$ cat src/rtl/rns_split_pkg.sv
package rns_split_pkg;
  typedef enum logic {
    MODE_CHAN = 1'b0,
    MODE_WIDE = 1'b1
  } add_mode_e;

  function automatic int prefix_levels(int w);
    return (w <= 1) ? 0 : $clog2(w);
  endfunction
endpackage

$ cat src/rtl/rns_prefix_core.sv
module rns_prefix_core #(
  parameter int W = 8
) (
  input  logic [W-1:0] a_i,
  input  logic [W-1:0] b_i,
  input  logic         cin_i,
  output logic [W-1:0] sum_o,
  output logic         grp_g_o,
  output logic         grp_p_o
);
  localparam int LV = rns_split_pkg::prefix_levels(W);

  logic [W-1:0] g_lv [LV+1];
  logic [W-1:0] p_lv [LV+1];
  logic [W-1:0] carry;

  assign g_lv[0] = a_i & b_i;
  assign p_lv[0] = a_i ^ b_i;

  // Kogge-Stone tree, independent of cin
  for (genvar l = 0; l < LV; l++) begin : g_level
    localparam int D = 1 << l;
    for (genvar i = 0; i < W; i++) begin : g_bit
      if (i >= D) begin : g_op
        assign g_lv[l+1][i] = g_lv[l][i] | (p_lv[l][i] & g_lv[l][i-D]);
        assign p_lv[l+1][i] = p_lv[l][i] & p_lv[l][i-D];
      end else begin : g_pass
        assign g_lv[l+1][i] = g_lv[l][i];
        assign p_lv[l+1][i] = p_lv[l][i];
      end
    end
  end

  // extra level absorbs the late carry-in
  assign carry[0] = cin_i;
  for (genvar i = 1; i < W; i++) begin : g_fast
    assign carry[i] = g_lv[LV][i-1] | (p_lv[LV][i-1] & cin_i);
  end

  assign sum_o   = p_lv[0] ^ carry;
  assign grp_g_o = g_lv[LV][W-1];
  assign grp_p_o = p_lv[LV][W-1];
endmodule

$ cat src/rtl/rns_d1_adjust.sv
module rns_d1_adjust #(
  parameter int W = 8
) (
  input  logic         chan_en_i,
  input  logic [W-1:0] a_i,
  input  logic         a_nz_i,
  input  logic [W-1:0] b_i,
  input  logic         b_nz_i,
  input  logic [W-1:0] raw_i,
  input  logic         grp_p_i,
  output logic [W-1:0] res_o,
  output logic         nz_o
);
  always_comb begin
    res_o = raw_i;
    nz_o  = 1'b0;
    if (chan_en_i) begin
      unique case ({a_nz_i, b_nz_i})
        2'b00: begin res_o = '0;  nz_o = 1'b0; end
        2'b10: begin res_o = a_i; nz_o = 1'b1; end
        2'b01: begin res_o = b_i; nz_o = 1'b1; end
        default: begin
          res_o = raw_i;
          nz_o  = ~grp_p_i;  // x'+y' all-propagate means sum hits 2^W+1
        end
      endcase
    end
  end

  always_comb begin
    if (chan_en_i && a_nz_i && b_nz_i && !nz_o)
      AST_D1_ZERO_BITS: assert (raw_i == '0);
  end
endmodule

$ cat src/rtl/rns_split_adder.sv
module rns_split_adder
  import rns_split_pkg::*;
#(
  parameter int N = 8
) (
  input  logic           mode_i,
  input  logic [N-1:0]   m1_a_i,
  input  logic [N-1:0]   m1_b_i,
  input  logic [N-1:0]   d1_a_i,
  input  logic           d1_a_nz_i,
  input  logic [N-1:0]   d1_b_i,
  input  logic           d1_b_nz_i,
  input  logic [2*N-1:0] cs_s_i,
  input  logic [2*N-1:0] cs_c_i,
  output logic [N-1:0]   lo_o,
  output logic [N-1:0]   hi_o,
  output logic           hi_nz_o
);
  localparam int WW = 2 * N;

  add_mode_e    mode;
  logic         wide_sel;
  logic [N-1:0] lo_a, lo_b, hi_a, hi_b;
  logic [N-1:0] lo_sum, hi_sum;
  logic         lo_g, lo_p, hi_g, hi_p;
  logic         lo_cin, hi_cin;

  assign mode     = add_mode_e'(mode_i);
  assign wide_sel = (mode == MODE_WIDE);

  // operand steering
  assign lo_a = wide_sel ? cs_s_i[N-1:0]  : m1_a_i;
  assign lo_b = wide_sel ? cs_c_i[N-1:0]  : m1_b_i;
  assign hi_a = wide_sel ? cs_s_i[WW-1:N] : d1_a_i;
  assign hi_b = wide_sel ? cs_c_i[WW-1:N] : d1_b_i;

  // carry-in selection: end-around per channel, cross-coupled when joined
  always_comb begin
    if (wide_sel) begin
      lo_cin = hi_g | (hi_p & (lo_g | lo_p));
      hi_cin = lo_g | (lo_p & (hi_g | hi_p));
    end else begin
      lo_cin = lo_g | lo_p;
      hi_cin = ~hi_g;
    end
  end

  rns_prefix_core #(.W(N)) u_lo (
    .a_i(lo_a), .b_i(lo_b), .cin_i(lo_cin),
    .sum_o(lo_sum), .grp_g_o(lo_g), .grp_p_o(lo_p)
  );

  rns_prefix_core #(.W(N)) u_hi (
    .a_i(hi_a), .b_i(hi_b), .cin_i(hi_cin),
    .sum_o(hi_sum), .grp_g_o(hi_g), .grp_p_o(hi_p)
  );

  rns_d1_adjust #(.W(N)) u_d1 (
    .chan_en_i(~wide_sel),
    .a_i(d1_a_i), .a_nz_i(d1_a_nz_i),
    .b_i(d1_b_i), .b_nz_i(d1_b_nz_i),
    .raw_i(hi_sum), .grp_p_i(hi_p),
    .res_o(hi_o), .nz_o(hi_nz_o)
  );

  assign lo_o = lo_sum;

  always_comb begin
    if (!mode_i && !((&m1_a_i) && (&m1_b_i)))
      AST_M1_CANON: assert (!(&lo_o));
    if (mode_i && !((&cs_s_i) && (&cs_c_i)))
      AST_WIDE_CANON: assert (!(&{hi_o, lo_o}));
    if (mode_i)
      AST_WIDE_FLAG_LOW: assert (!hi_nz_o);
    if (!mode_i && !d1_a_nz_i && !d1_b_nz_i)
      AST_D1_BOTH_ZERO: assert (!hi_nz_o && hi_o == '0);
    if (!mode_i && !d1_a_nz_i && d1_b_nz_i)
      AST_D1_PASS_B: assert (hi_nz_o && hi_o == d1_b_i);
  end
endmodule

$ cat config.mk
export PLATFORM = sky130hd
export DESIGN_NAME = rns_split_adder
export DESIGN_NICKNAME = d
export VERILOG_FILES = /design/src/rtl/rns_split_pkg.sv /design/src/rtl/rns_prefix_core.sv /design/src/rtl/rns_d1_adjust.sv /design/src/rtl/rns_split_adder.sv
export SDC_FILE = /design/constraint.sdc
export NUM_CORES = 1
export LEC_CHECK = 0
export BUFFER_PORTS_ARGS = -buffer_cell sky130_fd_sc_hd__buf_2
export CORE_MARGIN = 5
export CORE_UTILIZATION = 52
export DETAILED_ROUTE_END_ITERATION = 12
export PLACE_DENSITY = 0.9
export SLEW_MARGIN = 30
export SYNTH_ARGS = -nofsm -noshare
export SYNTH_HDL_FRONTEND = slang
export SYNTH_SLANG_ARGS = --single-unit
$ cat constraint.sdc
create_clock -name vclk -period 9.75
set_input_delay 0.4875 -clock vclk [all_inputs]
set_output_delay 0.4875 -clock vclk [all_outputs]
set_load 0.02 [all_outputs]
==> flow_summary.toml, run 1 <==
[pwr]
p_leak_nw = 0.961
power.total_mw = 0.179
share_seq_of_total_power_pct = 0
internal_power_mw = 0.0753
ir_worst_vdd_uv = 39.2
power.density_mw_per_mm2 = 88.9
p_sw_share_pct = 57.9
pwr-share-comb_pct = 100.0
p_clk_share_pct = 0
p_sw_mw = 0.103

[finish]
antenna_cells = 0
fillers = 268
design.seq.count = 0
drive_above_1_share_pct = 49.6
syn_to_final_growth_pct = 24.4
nets = 356
final_common_cell = "buf_2"
n_clock_buffer = 0
multi_input_area_sq_mm = 0.00151
regArea_sq_um = 0
final_cell_mix = "84 x buf_2, 32 x mux2_2, 19 x ha_1, 13 x a21oi_1, 12 x nor2_1"

[clock_network]
ctsResizeCount = 0
cts_setup_buffers = 0
hold_buffers = 0

[floorplan]
start_util_pct = 53.4
die_x_um = 65.8
die_y_um = 65.8
row_count = 20
top_level_ports = 84
core_area_sq_mm = 0.00303
die-area_sq_mm = 0.00432

[timing]
hold_violations = 0
tns_ns = 0
slew_headroom_pct = 48.1
min_period_ns = 4.30
rsz0062_at_grt = "false"
worstMarginPinSlew_ns = 0.779
setup_viol = 0
drv_slew = 0
period_share_pct = 44.1
max_freq_mhz = 233

[flow_run]
drv_cap = 0

[setup_path]
crit_arrival_ns = 3.81
cp_max_fo = 40
criticalPathCategory = "input port to output pin"
start_kind = "input port"
endpoint_kind = "output pin"
cp.required_ns = 9.26

[placed_design]
dp_hpwl_um = 3450
numPortBuffers = 84
place_congestion = 0.852

[routing]
drtIter0Drc = 60
wl_um = 4130
via_per_inst = 5.70
dr.pass1.iters = 4
num_vias = 1768
ant_nets = 0
post_drt_wl_per_cell_um = 13.3
detail_route.drc_violations = 0

[global_routing]
grt_max_degree = 41
grt_pass1_vias = 1630
grtUsageMet1_pct = 23.5
grt_usage_pct = 17.9
grt_pass1_wl_um = 6630
grtUsageMet3_pct = 0.684
grtUsageMet2_pct = 33.9
grt.overflow.total = 0
busiest_layer = "met2"
antenna_found_initial = 0

[synthesis]
synth_top_area_cell = "mux2_2"
ys_warn_count = 0
syn-instance-count = 193
syn_area_per_cell_sq_um = 8.38
syn-num-nets = 281
synth_top_area_share_pct = 22.3
ys_top_cells_by_area = "mux2_2 22%, ha_1 15%, a21oi_1 4.0%"
synth.distinct_cells = 63
netlist_area_sq_mm = 0.00162
yosysSeqAreaShare_pct = 0

[outcome]
outcome = "finished clean"

[min_path]
min_path_type = "input port to output pin"
[cell families after synthesis]
group                      share of synthesized area (%)
buffers and inverters                               6.66
AOI/OAI and AO/OA                                   31.7
muxes                                               22.9
xor gates and xnor gates                            3.25
and+or+nand+nor                                     18.3
adders and majority gates                           17.2
[critical path: stages]
cell and delay, ns:
buf_2 0.60, mux2_2 0.41, ha_1 0.35, a21o_1 0.21
a31o_1 0.29, a22oi_1 0.24, a21boi_1 0.37, inv_1 0.12
fa_1 0.40, xor2_1 0.17, buf_2 0.16
[stage by stage]
step	cells	hold WS (ns)	instance area (sq um)	utilization [%]	setup slack [ns]
finish	310	1.38	2010	66.4	5.45
global route	310	1.40	2010	66.4	5.27
CTS	310	1.38	2010	66.4	5.45
detailed placement	310	1.38	2010	66.4	5.45
global placement	310	1.37	2010	66.4	5.54
floorplan	193	1.28	1620	-	5.60
[metal layers]
metal  share of wire [%]  routed length [um]  up-vias
met5                   0                   0        -
met4                   0                   0        0
met3                 6.5                 270        0
met2                  50                2060       61
met1                  43                1790      800
li1                    -                   -      907
[layout make-up]
class | instances | share of cell area [%]
inverters | 7 | 1.31
multi-input cells | 175 | 75.0
well taps | 44 | 2.74
repair buffers | 84 | 20.9
[power by group through the flow]
stage	logic (mW)	clock network, mW	registers (mW)
after floorplan	0.134	0	0
after global placement	0.175	0	0
after detailed placement	0.178	0	0
after CTS	0.179	0	0
after global routing	0.196	0	0
final	0.179	0	0
[synth_stat cells (all sizes together), types with 4 or more instances]
cell type	number
mux2	32
ha	19
a21oi	15
nor2	12
nand2	10
a221oi	8
a21o	7
inv	7
nor3	7
o21ai	7
buf	5
clkbuf	5
nand4	5
a211oi	4
a31oi	4
[path summary, 6_finish.rpt]
path              startpoint      end  slack, ns  cells past startpoint
hold / removal     d1_b_i[0]  hi_o[0]       1.38                      4
setup / recovery      mode_i  lo_o[1]       5.45                     11
Power figures use the tool's default switching activity.
==> inputs of run 2 (changes only) <==
Settings changed: CORE_UTILIZATION 52 to 44, PLACE_DENSITY 0.9 to 0.81.
Clock period 9.75 ns to 3.6 ns, I/O delays scaled along.
==> run 2 against run 1 <==
Net effect:
- sequential share of layout area unchanged
- flip-flop and latch count stayed put
- core utilization fell by 10 points
- non-clock buffer count up 1
- critical path type unchanged
- global-route usage decreased by 2.7 points
- hold slack got worse by 0.60 ns
- final cell count increased by 1.6%
- critical path depth increased by 1
- highest routed layer unchanged
==> flow_summary.toml, run 2 (synthesis results as in run 1) <==
[outcome]
outcome = "finished clean"

[setup_path]
endpoint_kind = "output pin"
start_kind = "input port"
criticalPathCategory = "input port to output pin"
cp_max_fo = 40
crit_arrival_ns = 3.11
crit_chain = "buf_2 > buf_12 > mux2_2 > ha_1 > a21oi_2 > o21ai_4 > a221oi_4 > a21oi_1 > fa_1 > xnor2_1 > a21oi_1 > buf_2"
crit_start = "mode_i"
slowest_stage = "fa_1"
cp.required_ns = 3.42
slowest_delay_ns = 0.45
worst-path-buf-inv = 3
path_delay_family = "compound AO/OA/AOI/OAI gates"

[routing]
post_drt_wl_per_cell_um = 12.9
num_vias = 1766
dr.pass1.iters = 4
detail_route.drc_violations = 0
wl_um = 4060
ant_nets = 0
via_per_inst = 5.61
drtIter0Drc = 31

[global_routing]
antenna_found_initial = 0
grt_max_degree = 41
grt_usage_pct = 15.3
grt.overflow.total = 0
grt_pass1_wl_um = 6870
grt_pass1_vias = 1654

[placed_design]
numPortBuffers = 84
placed_area_sq_mm = 0.00204
dp_hpwl_um = 3440
place_congestion = 0.891

[timing]
period_share_pct = 91.4
max_freq_mhz = 304
hold_violations = 0
worstMarginPinSlew_ns = 0.593
tns_ns = 0
setup_viol = 0
drv_slew = 0
slew_headroom_pct = 60.3
rsz0062_at_grt = "false"
min_period_ns = 3.29

[floorplan]
die_y_um = 70.6
start_util_pct = 44.8
row_count = 22
die_x_um = 70.6
die-area_sq_mm = 0.00499
core_area_sq_mm = 0.00361
top_level_ports = 84

[finish]
fillers = 356
design.seq.count = 0
final_common_cell = "buf_2"
n_clock_buffer = 0
syn_to_final_growth_pct = 25.9
final_area_sq_mm = 0.00204
final_cell_mix = "84 x buf_2, 32 x mux2_2, 19 x ha_1, 13 x a21oi_1, 12 x nor2_1"
antenna_cells = 0
drive_above_1_share_pct = 49.8
regArea_sq_um = 0
nets = 357

[flow_run]
drv_cap = 0

[pwr]
p_clk_share_pct = 0
p_sw_mw = 0.277
power.density_mw_per_mm2 = 237
p_sw_share_pct = 57.4
share_seq_of_total_power_pct = 0
pwr-share-comb_pct = 100.0
ir_worst_vdd_uv = 87.2
internal_power_mw = 0.206
p_leak_nw = 0.970

[clock_network]
hold_buffers = 0
cts_setup_buffers = 0
ctsResizeCount = 0

[min_path]
min_path_type = "input port to output pin"
hp-start = "d1_b_i[0]"
run 2: cell type report:
| type | instances | area [sq um] | share of cell area (%) |
|---|---|---|---|
| Inverter | 7 | 26.3 | 1.29 |
| Tap cell | 48 | 60.1 | 2.95 |
| Multi-Input combinational cell | 175 | 1510 | 74.1 |
| Timing Repair Buffer | 85 | 440 | 21.6 |
run 2: path summary, 6_finish.rpt:
check	slack [ns]	endpoint	cells after the start
max	0.31	hi_o[1]	12
min	0.77	hi_o[0]	4
run 2: routing by layer:
layer	track usage [%]	part of all wire (%)	vias to the layer above	wire length, um
met5	0	0	-	0
met4	0	0	0	0
met3	2.13	7.7	0	311
met2	28.0	47	50	1900
met1	20.3	46	801	1850
li1	-	-	915	-
run 2: through the flow:
step           cells  worst slack [ns]  hold WS [ns]  power (mW)  util [%]
2_1_floorplan    193            0.0622         0.668       0.362         -
3_3_place_gp     315             0.347         0.760       0.478      56.5
3_5_place_dp     315             0.290         0.782       0.484      56.5
4_1_cts          315             0.297         0.783       0.487      56.5
5_1_grt          315             0.133         0.829       0.532      56.5
6_report         315             0.310         0.774       0.483      56.5
run 2: power by group through the flow:
stage | registers, mW | logic (mW) | clock network (mW)
after CTS | 0 | 0.487 | 0
final | 0 | 0.483 | 0
after global routing | 0 | 0.532 | 0
after floorplan | 0 | 0.362 | 0
after detailed placement | 0 | 0.484 | 0
after global placement | 0 | 0.478 | 0
==> inputs of run 3 (changes only) <==
Settings changed: CORE_MARGIN 5 to not set.
Clock period 3.6 ns to 2.8 ns, I/O delays scaled along.
==> run 3 against run 2 <==
Net effect:
- setup slack got worse by 0.61 ns
- non-clock buffer count rose by 53
- combinational power up 120%
- the flow now finishes with violations (setup timing)
- global-route usage rose by 17 points
- count of clock-buffer cells in the layout stayed put
- die area fell by 21%
- total power rose by 110%
- sequential share of layout area unchanged
- flip-flop and latch count did not move
- first-iteration DRC count grew to 7.6 times the previous value
- via count increased by 37%
==> flow_summary.toml, run 3 (synthesis results as in run 1) <==
[outcome]
outcome = "finished with violations"
violations = "setup timing"

[global_routing]
grt_pass1_vias = 2274
grt_max_degree = 16
antenna_found_initial = 0
grt_usage_pct = 32.3
grt.overflow.total = 0
grt_pass1_wl_um = 10400

[finish]
final_cell_mix = "74 x buf_2, 51 x buf_4, 19 x mux2_2, 14 x ha_4, 13 x mux2_4"
syn_to_final_growth_pct = 83.5
antenna_cells = 0
design.seq.count = 0
n_clock_buffer = 0
drive_above_1_share_pct = 71.3
regArea_sq_um = 0
post-route-util_pct = 86.8
final_common_cell = "buf_2"
nets = 410

[placed_design]
numPortBuffers = 84
dp_slack_ns = -0.214
dp_hpwl_um = 3840
place_congestion = 0.828

[timing]
worst_slack_ns = -0.297
rsz0062_at_grt = "true"
holdWs_ns = 0.720
period_share_pct = 111
drv_slew = 0
max_freq_mhz = 323
slew_headroom_pct = 58.5
worstMarginPinSlew_ns = 0.620
setup_viol = 10
hold_violations = 0
min_period_ns = 3.10

[routing]
top_layer = "met4"
ant_nets = 0
wl_met1_um = 2760
wl_met2_um = 3730
dr.pass1.iters = 5
via_per_inst = 6.60
num_vias = 2415
wl_um = 8110
drtIter0Drc = 236
post_drt_wl_per_cell_um = 22.2
wl_met3_um = 826
detail_route.drc_violations = 0

[min_path]
min_to = "hi_o[1]"
min_path_cells = 4
min_path_type = "input port to output pin"
hp-start = "d1_b_i[1]"

[setup_path]
crit_chain = "buf_12 > buf_12 > mux2_4 > ha_4 > a21oi_2 > o211ai_1 > a221oi_4 > a21oi_4 > fa_2 > nor2_2 > nor2_2 > buf_6"
crit_arrival_ns = 2.96
start_kind = "input port"
slowest_delay_ns = 0.56
cp.required_ns = 2.66
endpoint_kind = "output pin"
criticalPathCategory = "input port to output pin"
slowest_stage = "fa_2"
cp_max_fo = 8

[pwr]
p_sw_mw = 0.535
pwr-share-comb_pct = 100.0
power.density_mw_per_mm2 = 349
internal_power_mw = 0.501
ir_worst_vdd_uv = 188
p_clk_share_pct = 0
p_sw_share_pct = 51.6
p_leak_nw = 1.36
share_seq_of_total_power_pct = 0
power.total_mw = 1.04

[floorplan]
die_x_um = 62.6
top_level_ports = 84
die_y_um = 62.6
row_count = 21
start_util_pct = 47.3
die-area_sq_mm = 0.00392
core_area_sq_mm = 0.00342

[flow_run]
drv_cap = 0
[run 3: changes by cell type in the layout (fill, tap and decap cells not counted), sizes merged]
cell and change:
buf +53
[run 3: layer usage]
metal | GRT usage (%) | vias to the layer above
met3 | 1.64 | 83
met4 | 12.5 | 0
met1 | 36.6 | 1077
met2 | 62.1 | 232
met5 | 0 | -
li1 | - | 1023
[run 3: how the worst max path moves through the flow]
stage / end / slack (ns) / cells past startpoint / startpoint
after floorplan: hi_o[1] / -0.03 / 11 / mode_i
after global placement: hi_o[1] / -0.13 / 12 / mode_i
after detailed placement: hi_o[1] / -0.21 / 12 / mode_i
after CTS: hi_o[0] / -0.04 / 13 / mode_i
after global routing: hi_o[0] / -0.37 / 12 / mode_i
final: hi_o[0] / -0.30 / 12 / mode_i
[run 3: metrics by stage]
step	std cells	setup TNS [ns]	cell area (sq um)
global placement	358	-0.547	2490
finish	366	-1.89	2970
floorplan	193	-0.0305	1770
detailed placement	358	-1.13	2490
CTS	365	-0.0814	2870
global route	366	-2.80	2970
[run 3: layout make-up]
type,instances,area (sq um)
multi-input cells,175,1930
repair buffers,138,953
fillers,165,449
well taps,46,57.6
inverters,7,26.3
[run 3: what timing repair did]
item / 4_1_cts / 5_1_grt
buffers inserted: 5 / 2
endpoints found under the setup margin: 12 / 16
pin swaps: 22 / 16
hold buffers: 0 / 0
gates resized for setup: 55 / 20
gates cloned: 2 / 0
[run 3: worst max-delay path, delay by kind of cell]
kind | cells | cell delay (ns)
mux | 1 | 0.33
simple gates | 2 | 0.21
compound gates | 4 | 1.03
fa+ha+maj | 2 | 0.83
buf+inv | 3 | 0.40
[run 3: power by group through the flow]
stage	logic, mW	registers, mW	clock network, mW
2_1_floorplan	0.514	0	0
3_3_place_gp	0.755	0	0
3_5_place_dp	0.772	0	0
4_1_cts	0.905	0	0
5_1_grt	1.09	0	0
6_report	1.04	0	0
